File: src/rtl/vwa_pkg.sv
package vwa_pkg;
  localparam int IDX_W = 5;

  typedef struct packed {
    logic             useUpper;
    logic             isSub;
    logic [1:0]       sizeSel;
    logic             illegal;
    logic [IDX_W-1:0] rd;
    logic [IDX_W-1:0] rn;
    logic [IDX_W-1:0] rm;
  } ctrl_t;
endpackage

File: src/rtl/vwa_ctrl.sv
module vwa_ctrl
  import vwa_pkg::*;
(
  input  logic [31:0] instr,
  output ctrl_t       strb
);
  logic fixedOk;
  logic sizeOk;

  always_comb begin
    fixedOk = (instr[31] == 1'b0) && (instr[29] == 1'b0) &&
              (instr[28:24] == 5'b01110) && (instr[21] == 1'b1) &&
              (instr[15:14] == 2'b00) && (instr[12:10] == 3'b000);
    sizeOk  = (instr[23:22] != 2'b11);
    strb.useUpper = instr[30];
    strb.isSub    = instr[13];
    strb.sizeSel  = instr[23:22];
    strb.illegal  = !(fixedOk && sizeOk);
    strb.rd       = instr[4:0];
    strb.rn       = instr[9:5];
    strb.rm       = instr[20:16];
  end
endmodule

File: src/rtl/vwa_datapath.sv
module vwa_datapath
  import vwa_pkg::*;
#(
  parameter int DATA_W = 128,
  parameter int SZ_CNT = 3
) (
  input  logic              clk,
  input  logic              rstN,
  input  logic              inValid,
  input  ctrl_t             strb,
  input  logic [DATA_W-1:0] srcA,
  input  logic [DATA_W-1:0] srcB,
  output logic              outValid,
  output logic              illegal,
  output logic [DATA_W-1:0] result,
  output logic [IDX_W-1:0]  rdIdx,
  output logic [IDX_W-1:0]  rnIdx,
  output logic [IDX_W-1:0]  rmIdx
);
  localparam int HALF_W = DATA_W / 2;

  logic [HALF_W-1:0] halfA, halfB;
  logic [SZ_CNT-1:0][DATA_W-1:0] sizeRes;
  logic [DATA_W-1:0] nextRes;

  assign halfA = strb.useUpper ? srcA[DATA_W-1:HALF_W] : srcA[HALF_W-1:0];
  assign halfB = strb.useUpper ? srcB[DATA_W-1:HALF_W] : srcB[HALF_W-1:0];

  for (genvar s = 0; s < SZ_CNT; s++) begin : g_sz
    localparam int ESZ   = 8 << s;
    localparam int LANES = HALF_W / ESZ;
    for (genvar e = 0; e < LANES; e++) begin : g_ln
      logic [ESZ-1:0]   eltA, eltB;
      logic [2*ESZ-1:0] extA, extB;
      assign eltA = halfA[e*ESZ +: ESZ];
      assign eltB = halfB[e*ESZ +: ESZ];
      assign extA = {{ESZ{eltA[ESZ-1]}}, eltA};
      assign extB = {{ESZ{eltB[ESZ-1]}}, eltB};
      assign sizeRes[s][e*2*ESZ +: 2*ESZ] = strb.isSub ? (extA - extB) : (extA + extB);
    end
  end

  always_comb begin
    nextRes = '0;
    if (!strb.illegal && (int'(strb.sizeSel) < SZ_CNT))
      nextRes = sizeRes[strb.sizeSel];
  end

  always_ff @(posedge clk or negedge rstN) begin
    if (!rstN) begin
      outValid <= 1'b0;
      illegal  <= 1'b0;
      result   <= '0;
      rdIdx    <= '0;
      rnIdx    <= '0;
      rmIdx    <= '0;
    end else begin
      outValid <= inValid;
      if (inValid) begin
        illegal <= strb.illegal;
        result  <= nextRes;
        rdIdx   <= strb.rd;
        rnIdx   <= strb.rn;
        rmIdx   <= strb.rm;
      end
    end
  end

  AST_ILLEGAL_ZERO: assert property (@(posedge clk) disable iff (!rstN)
    (outValid && illegal) |-> (result == '0));
  AST_VALID_DELAY: assert property (@(posedge clk) disable iff (!rstN)
    inValid |=> outValid);
  AST_IDLE_HOLD: assert property (@(posedge clk) disable iff (!rstN)
    !inValid |=> (!outValid && $stable(result)));
  AST_IDX_PASS: assert property (@(posedge clk) disable iff (!rstN)
    inValid |=> (rdIdx == $past(strb.rd) && rmIdx == $past(strb.rm)));
  AST_LANE0_BYTE: assert property (@(posedge clk) disable iff (!rstN)
    (inValid && !strb.illegal && strb.sizeSel == 2'b00 && !strb.useUpper && !strb.isSub)
    |=> (result[15:0] == $past({{8{srcA[7]}}, srcA[7:0]} + {{8{srcB[7]}}, srcB[7:0]})));
endmodule

File: src/rtl/vec_widen_add.sv
module vec_widen_add
  import vwa_pkg::*;
#(
  parameter int DATA_W = 128
) (
  input  logic              clk,
  input  logic              rstN,
  input  logic              inValid,
  input  logic [31:0]       instr,
  input  logic [DATA_W-1:0] srcA,
  input  logic [DATA_W-1:0] srcB,
  output logic              outValid,
  output logic              illegal,
  output logic [DATA_W-1:0] result,
  output logic [4:0]        rdIdx,
  output logic [4:0]        rnIdx,
  output logic [4:0]        rmIdx
);
  ctrl_t strb;

  vwa_ctrl u_ctrl (.instr(instr), .strb(strb));

  vwa_datapath #(.DATA_W(DATA_W)) u_dp (
    .clk(clk), .rstN(rstN), .inValid(inValid), .strb(strb),
    .srcA(srcA), .srcB(srcB), .outValid(outValid), .illegal(illegal),
    .result(result), .rdIdx(rdIdx), .rnIdx(rnIdx), .rmIdx(rmIdx)
  );

  AST_SIZE11_ILLEGAL: assert property (@(posedge clk) disable iff (!rstN)
    (inValid && instr[23:22] == 2'b11) |=> illegal);
endmodule

File: config.mk
export PLATFORM = sky130hd
export DESIGN_NAME = vec_widen_add
export DESIGN_NICKNAME = d
export VERILOG_FILES = /design/src/rtl/vwa_pkg.sv /design/src/rtl/vwa_ctrl.sv /design/src/rtl/vwa_datapath.sv /design/src/rtl/vec_widen_add.sv
export SDC_FILE = /design/constraint.sdc
export NUM_CORES = 1
export LEC_CHECK = 0
export ABC_AREA = 0
export ABC_CLOCK_PERIOD_IN_PS = 2850
export BUFFER_PORTS_ARGS = -buffer_cell sky130_fd_sc_hd__buf_2
export CORE_MARGIN = 3
export CORE_UTILIZATION = 55
export CTS_BUF_LIST = sky130_fd_sc_hd__clkbuf_8
export DETAILED_ROUTE_END_ITERATION = 16
export PLACE_DENSITY = 0.81
export SLEW_MARGIN = 25
export SYNTH_ARGS = -nofsm -noshare
export SYNTH_HDL_FRONTEND = slang
export SYNTH_SLANG_ARGS = --single-unit
File: constraint.sdc
create_clock -name clk -period 2.85 [get_ports clk]
set_input_delay 0.4275 -clock clk [delete_from_list [all_inputs] [get_ports clk]]
set_output_delay 0.4275 -clock clk [all_outputs]
set_load 0.01 [all_outputs]
==> flow_summary.yaml, run 1 <==
run_status:
  status: "did not finish"
  haltStage: "global routing"
  stop_error: "[ERROR GRT-0232] Routing congestion too high. Check the congestion heatmap in the GUI."
synthesis:
  syn_area_um2: 16100
  yosys-top-cells-count: "a21oi_1, nor2_1, ha_1"
  synth.most_common_cell: "a21oi_1"
  syn_area_per_cell_um2: 8.15
  ys_seq_area_share_pct: 20.4
  synth_nets: 2411
  synthArstFlopShare_pct: 100
  synth_top_cell_by_area: "dfrtp_1"
  yosysUniqueCellTypes: 84
  synthesis.instances: 1976
  synth_ff_type: "dfrtp_1"
  synthTopCellsByArea: "dfrtp_1, ha_1, xnor2_1"
  synth_top_area_share_pct: 20.4
  ys_ff_latch: 131
  synth-edff-count: 0
  yosys_warnings: 0
clock_network:
  numCtsBuffers: 17
  cts.sinks: 131
  cts_root_buf: "clkbuf_8"
  ctsHtreeMaxLevel: 4
  clk_path_buf_depth: 2
sta:
  crit_endpoint: "u_dp.result[51]$_DFFE_PN0P_/D"
  worst-ep-kind: "register data pin"
floorplan:
  die_h_um: 177
  start_util_pct: 56.0
  rows: 62
  ioPinCount: 436
  die_w_um: 177
placed_design:
  post-place-ws_ps: -1850
  dp.final_hpwl_um: 54400
  gp_congestion: 1.03
  io_buffer_count: 435
global_routing:
  grt_max_degree: 71
  grt_use_total_pct: 71.7
  overflow: 6
cells by family after synthesis:
group                    Yosys count  share of synthesized area, %
adder cells (fa/ha/maj)          144                          11.6
XOR/XNOR                         210                          11.5
AND/OR/NAND/NOR                  550                          17.0
buffers and inverters            197                          5.09
multiplexers                     149                          9.77
flip-flops                       131                          20.4
AO/OA/AOI/OAI                    595                          24.7
metrics by stage:
step / cells / hold WS [ps] / area (µm²) / setup TNS, ps
global placement: 3327 / 458 / 23700 / -146280
CTS: 3410 / 170 / 25600 / -93550
detailed placement: 3327 / 465 / 23700 / -158650
floorplan: 1976 / 132 / 16800 / -168630
per-layer routing:
| layer | overflow | global-route usage, % |
|---|---|---|
| met1 | 0 | 67.6 |
| met2 | 3 | 92.8 |
| met3 | 0 | 56.1 |
| met4 | 3 | 73.9 |
| met5 | 0 | 15.2 |
what timing repair did:
action,4_1_cts
gates resized for setup,214
hold buffers,1
setup buffers,50
pin swaps,121
endpoints found under the hold margin,16
cloned,3
endpoints found under the setup margin,100
==> run 2, diff against run 1 <==
--- a/config.mk
+++ b/config.mk
@@ -9,10 +9,9 @@
 export ABC_CLOCK_PERIOD_IN_PS = 2850
 export BUFFER_PORTS_ARGS = -buffer_cell sky130_fd_sc_hd__buf_2
 export CORE_MARGIN = 3
-export CORE_UTILIZATION = 55
-export CTS_BUF_LIST = sky130_fd_sc_hd__clkbuf_8
+export CORE_UTILIZATION = 40
 export DETAILED_ROUTE_END_ITERATION = 16
-export PLACE_DENSITY = 0.81
+export PLACE_DENSITY_LB_ADDON = 0.15
 export SLEW_MARGIN = 25
 export SYNTH_ARGS = -nofsm -noshare
 export SYNTH_HDL_FRONTEND = slang
==> flow_summary.yaml, run 2 <==
run_status:
  status: "complete, but fails checks"
  violations: "setup timing"
floorplan:
  die_h_um: 207
  die-area_um2: 42700
  ioPinCount: 436
  rows: 72
  die_w_um: 207
  start_util_pct: 41.1
  coreArea_um2: 39200
route:
  drt_iter0_drc: 1098
  drc: 0
  firstDrtPassIters: 5
  drt_wl_total_um: 71700
  final_antenna_net_count: 0
  routed_via_density: 5.44
  dr_total_vias: 19700
  wl_per_cell_um: 19.8
finish:
  drive_above_1_share_pct: 52.8
  final_nets: 3525
  layout_common_cells: "buf_4, buf_2, nor2_1"
  final_common_cell: "buf_4"
  largest_reg_flops: 114
  area_delta_synth_final_pct: 70.9
  regMostFlops: "u_dp.result"
  final_util_pct: 70.2
synthesis:
  yosysUniqueCellTypes: 84
  synthSimpleGateAreaFrac_pct: 17.0
  ys_ff_latch: 131
  synthMuxAreaShare_pct: 9.77
  syn_area_per_cell_um2: 8.15
  yosys.area_share.xor_xnor_pct: 11.5
  synth_top_cell_by_area: "dfrtp_1"
  yosys-top-cells-count: "a21oi_1, nor2_1, ha_1"
  synthArstFlopShare_pct: 100
  synthesis.instances: 1976
  synth.most_common_cell: "a21oi_1"
  synth-edff-count: 0
  synthTopCellsByArea: "dfrtp_1, ha_1, xnor2_1"
  synth-compound-area-share_pct: 24.7
  synth_nets: 2411
  synth_ff_type: "dfrtp_1"
  synth_top_area_share_pct: 20.4
  ys_seq_area_share_pct: 20.4
  synth-adder-area-share_pct: 11.6
  syn_area_um2: 16100
  yosys_warnings: 0
  synth_top_family_by_area: "compound AO/OA/AOI/OAI gates"
placed_design:
  dp.final_hpwl_um: 56100
  gp_congestion: 0.979
  io_buffer_count: 435
min_path:
  worstHoldPathCells: 2
  min_from: "instr[19]"
  min_to: "u_dp.rmIdx[3]$_DFFE_PN0P_"
  hold_path.class: "in2reg"
critical_path:
  r2r-end: "u_dp.result[94]$_DFFE_PN0P_"
  cpPeakStageDelay_ps: 480
  path_max_fanout: 6
  end_kind: "register"
  cp.arrival_ps: 4440
  path_class: "in2reg"
  worstRegToRegCells: 4
  critPathSlowestCell: "or4b_4"
  r2r_start: "u_dp.result[94]$_DFFE_PN0P_"
  cp_common_cell: "a31oi_1"
  path_cells: "clkbuf_16 -> mux2i_4 -> ha_2 -> or4b_4 -> a222oi_1 -> buf_4 -> and3_4 -> buf_6 -> a21oi_4 -> xnor2_1 -> ha_1 -> inv_2 -> o21bai_4 -> a21oi_2 -> a31oi_1 -> o211ai_1 -> a31oi_1 -> mux2_2 -> a221oi_2"
  critPathLaunchType: "input port"
  crit_required_ps: 3220
  r2r_slack_ps: 1560
sta:
  tightestPinTransition_ps: 1030
  finalClockSkew_ps: 0
  post-route-min-period_ps: 4070
  slew_viol_final: 0
  fin_hold_ws_ps: 197
  finalCritPeriodShare_pct: 143
  worst_slack_ps: -1220
  fmax_mhz: 246
  rsz0062_at_grt: "yes"
  hold_viol_final: 0
  setup_viol: 100
  relSlewSlack_pct: 31.2
global_routing:
  grt_use_total_pct: 31.5
  overflow: 0
  grt_pass1_vias: 19500
  grt_antenna_before_repair: 3
  grt_pass1_wl_um: 105000
  grt_max_degree: 57
clock_network:
  cts_tree: "yes"
  numCtsBuffers: 17
  clk_pin_slew_ps: 70
  cts_root_buf: "clkbuf_16"
  ctsHtreeMaxLevel: 4
  clock_latency_ps: 460
  cts.sinks: 131
  clk_path_buf_depth: 2
power:
  p_leak_nw: 13.9
  ir_drop_uv: 380
  p_per_area_nw_per_um2: 415
flow_run:
  maxCapViolations: 0
run 2: cell counts after synthesis:
Identical to the previous run, type by type.
run 2: repair_timing:
action | in CTS | in global routing
endpoints found under the setup margin | 102 | 103
gates resized for setup | 169 | 237
hold endpoints to repair | 53 | 0
hold buffers | 1 | 0
pin swaps | 74 | 137
setup buffers | 38 | 49
cloned | 0 | 5
run 2: final cells by class:
cell class	instances	area [µm²]
inverter	92	345
clock inverter	15	139
antenna	2	5.00
clock buffer	17	425
multi-input combinational	1648	14200
timing repair buffer	1200	8430
sequential	131	3280
tap	518	648
fill	3163	11700
run 2: power by group:
part | switching [mW] | total [mW] | internal (mW) | leakage [nW]
Clock | 1.07 | 2.22 | 1.15 | 0.275
Combinational | 3.58 | 7.31 | 3.72 | 11.8
Sequential | 0.00952 | 1.89 | 1.88 | 1.79
Total | 4.66 | 11.4 | 6.76 | 13.9
run 2: worst max-delay path, delay by kind of cell:
kind	cells	cell delay [ps]
compound gates	8	1380
simple gates	2	730
buf+inv	4	540
fa+ha+maj	2	590
xor+xnor	1	130
mux	2	610
run 2: kinds of logic (layout without fill, tap and decap cells):
family / Yosys count / after routing
AOI/OAI and AO/OA: 595 / 595
muxes: 149 / 149
DFF: 131 / 131
and+or+nand+nor: 550 / 550
buffers and inverters: 197 / 1324
adders and majority gates: 144 / 144
other: 0 / 2
xor gates and xnor gates: 210 / 210
run 2: worst max path at each step:
stage,to,from,depth (start not counted)
finish,u_dp.result[94]$_DFFE_PN0P_,instr[30],19
floorplan,u_dp.result[63]$_DFFE_PN0P_,instr[30],22
CTS,u_dp.result[94]$_DFFE_PN0P_,instr[30],21
global placement,u_dp.result[94]$_DFFE_PN0P_,instr[30],20
global route,u_dp.result[94]$_DFFE_PN0P_,instr[30],19
detailed placement,u_dp.result[114]$_DFFE_PN0P_,instr[30],19
run 2: layer usage:
layer	track usage, %	share of wire (%)	up-vias
met2	54.6	49	698
met5	0	0.018	-
li1	-	-	9501
met3	5.25	6.1	144
met1	38.8	41	9359
met4	13.6	4.1	2
run 2: per-stage QoR:
step | setup TNS [ps] | cells | cell area (µm²) | worst slack, ps | power, mW
after CTS | -93620 | 3574 | 25800 | -1160 | 10.7
after global placement | -153990 | 3504 | 24200 | -1750 | 7.97
after detailed placement | -161660 | 3504 | 24200 | -1900 | 8.05
after global routing | -111570 | 3622 | 27500 | -1440 | 12.1
after floorplan | -168630 | 1976 | 16800 | -1940 | 5.26
final | -97610 | 3623 | 27500 | -1220 | 11.4
No activity file was read; power rests on OpenSTA's default activity.
==> run 3, diff against run 2 <==
--- a/config.mk
+++ b/config.mk
@@ -10,7 +10,9 @@
 export BUFFER_PORTS_ARGS = -buffer_cell sky130_fd_sc_hd__buf_2
 export CORE_MARGIN = 3
 export CORE_UTILIZATION = 40
+export CTS_CLUSTER_DIAMETER = 40
 export DETAILED_ROUTE_END_ITERATION = 16
+export MAX_ROUTING_LAYER = met4
 export PLACE_DENSITY_LB_ADDON = 0.15
 export SLEW_MARGIN = 25
 export SYNTH_ARGS = -nofsm -noshare
==> flow_summary.yaml, run 3 (synthesis results as in run 2) <==
finish:
  final_area_um2: 27200
  final_nets: 3524
  layoutNonFillerInstCount: 3623
  layout_common_cells: "buf_4, buf_2, nor2_1"
  regMostFlops: "u_dp.result"
  final_common_cell: "buf_4"
  area_delta_synth_final_pct: 68.7
  drive_above_1_share_pct: 52.3
  largest_reg_flops: 114
clock_network:
  ctsHtreeMaxLevel: 4
  clk_pin_slew_ps: 70
  numCtsBuffers: 17
  cts_root_buf: "clkbuf_16"
  cts_tree: "yes"
  clk_path_buf_depth: 2
  clock_latency_ps: 450
  cts.sinks: 131
floorplan:
  die_h_um: 207
  ioPinCount: 436
  rows: 72
  coreArea_um2: 39200
  start_util_pct: 41.1
  die-area_um2: 42700
  die_w_um: 207
sta:
  setup_viol: 102
  relSlewSlack_pct: 30.5
  tightestPinTransition_ps: 1040
  finalCritPeriodShare_pct: 148
  post-route-min-period_ps: 4200
  rsz0062_at_grt: "yes"
  worst_slack_ps: -1350
  fmax_mhz: 238
  finalClockSkew_ps: 0
  slew_viol_final: 0
  hold_viol_final: 0
critical_path:
  cp.arrival_ps: 4600
  path_class: "in2reg"
  r2r_slack_ps: 1500
  end_kind: "register"
  crit_required_ps: 3240
  path_max_fanout: 6
  critPathLaunchType: "input port"
global_routing:
  grt_use_total_pct: 32.5
  grt_pass1_vias: 19600
  grt_antenna_before_repair: 3
  overflow: 0
  grt_pass1_wl_um: 105000
  grt_max_degree: 57
run_status:
  violations: "setup timing"
  status: "complete, but fails checks"
placed_design:
  dp.final_hpwl_um: 56400
  io_buffer_count: 435
  gp_congestion: 0.996
  dp_cells: 3513
  post_dp_cell_area_um2: 24200
route:
  routed_via_density: 5.44
  dr_total_vias: 19700
  final_antenna_net_count: 0
  wl_per_cell_um: 19.6
  drc: 0
  drt_wl_total_um: 70800
  firstDrtPassIters: 6
  drt_iter0_drc: 1021
flow_run:
  maxCapViolations: 0
power:
  p_leak_nw: 13.8
  ir_drop_uv: 324
  p_per_area_nw_per_um2: 422
  finalPower_mw: 11.5
min_path:
  hold_path.class: "in2reg"
[run 3: final cells by class]
class	instances	area (µm²)
diodes	3	7.51
flip-flops and latches	131	3280
well taps	518	648
fillers	3165	12000
inverters	92	345
repair buffers	1199	8290
multi-input cells	1648	14000
clock buffers	17	425
clock inverters	15	189
[run 3: per-stage QoR]
step	worst slack (ps)	utilization, %	setup TNS, ps	hold slack [ps]
global placement	-1810	61.8	-160060	324
floorplan	-1940	-	-168630	132
finish	-1350	69.3	-108650	200
CTS	-1230	65.9	-98310	177
detailed placement	-1910	61.8	-168140	321
global route	-1460	69.3	-119890	187
[run 3: worst max-delay path, cell delays in order]
cell,delay (ps)
clkbuf_16,150
mux2i_4,240
ha_2,210
or4b_4,480
a222oi_1,400
buf_4,200
buf_4,110
a31oi_2,140
xnor2_1,170
ha_1,360
buf_4,170
nand2_1,70
nor2_1,60
a211oi_2,180
buf_4,190
o311ai_4,110
a31oi_4,200
nor3_2,80
or4_1,530
nand4_1,100
[run 3: routing by layer]
metal	GRT usage [%]	routed length (µm)	vias up
li1	-	-	9485
met1	39.1	29800	9413
met2	55.3	34300	684
met3	5.05	4040	136
met4	11.7	2790	0
met5	-	0	-
[run 3: power breakdown]
group	internal (mW)	total, mW	switching [mW]
Combinational	3.65	7.18	3.53
Sequential	1.88	1.89	0.0103
Clock	1.33	2.39	1.06
Total	6.86	11.5	4.60
[run 3: path summary, 6_finish.rpt]
path,depth (start not counted),to,start
setup / recovery,20,u_dp.result[95]$_DFFE_PN0P_,instr[30]
setup reg to reg,4,u_dp.result[94]$_DFFE_PN0P_,u_dp.result[94]$_DFFE_PN0P_
min in group asynchronous,2,u_dp.result[63]$_DFFE_PN0P_,rstN
max in group asynchronous,3,u_dp.result[13]$_DFFE_PN0P_,rstN
hold reg to reg,1,u_dp.result[76]$_DFFE_PN0P_,u_dp.result[76]$_DFFE_PN0P_
hold / removal,2,u_dp.rmIdx[2]$_DFFE_PN0P_,instr[18]
[run 3: timing repair]
action                                  in CTS  in global routing
cloned                                       1                  3
gates resized for setup                    137                222
endpoints found under the setup margin     102                102
hold endpoints to repair                    28                  0
hold buffers                                 1                  0
pin swaps                                   56                113
buffers inserted                            46                 39
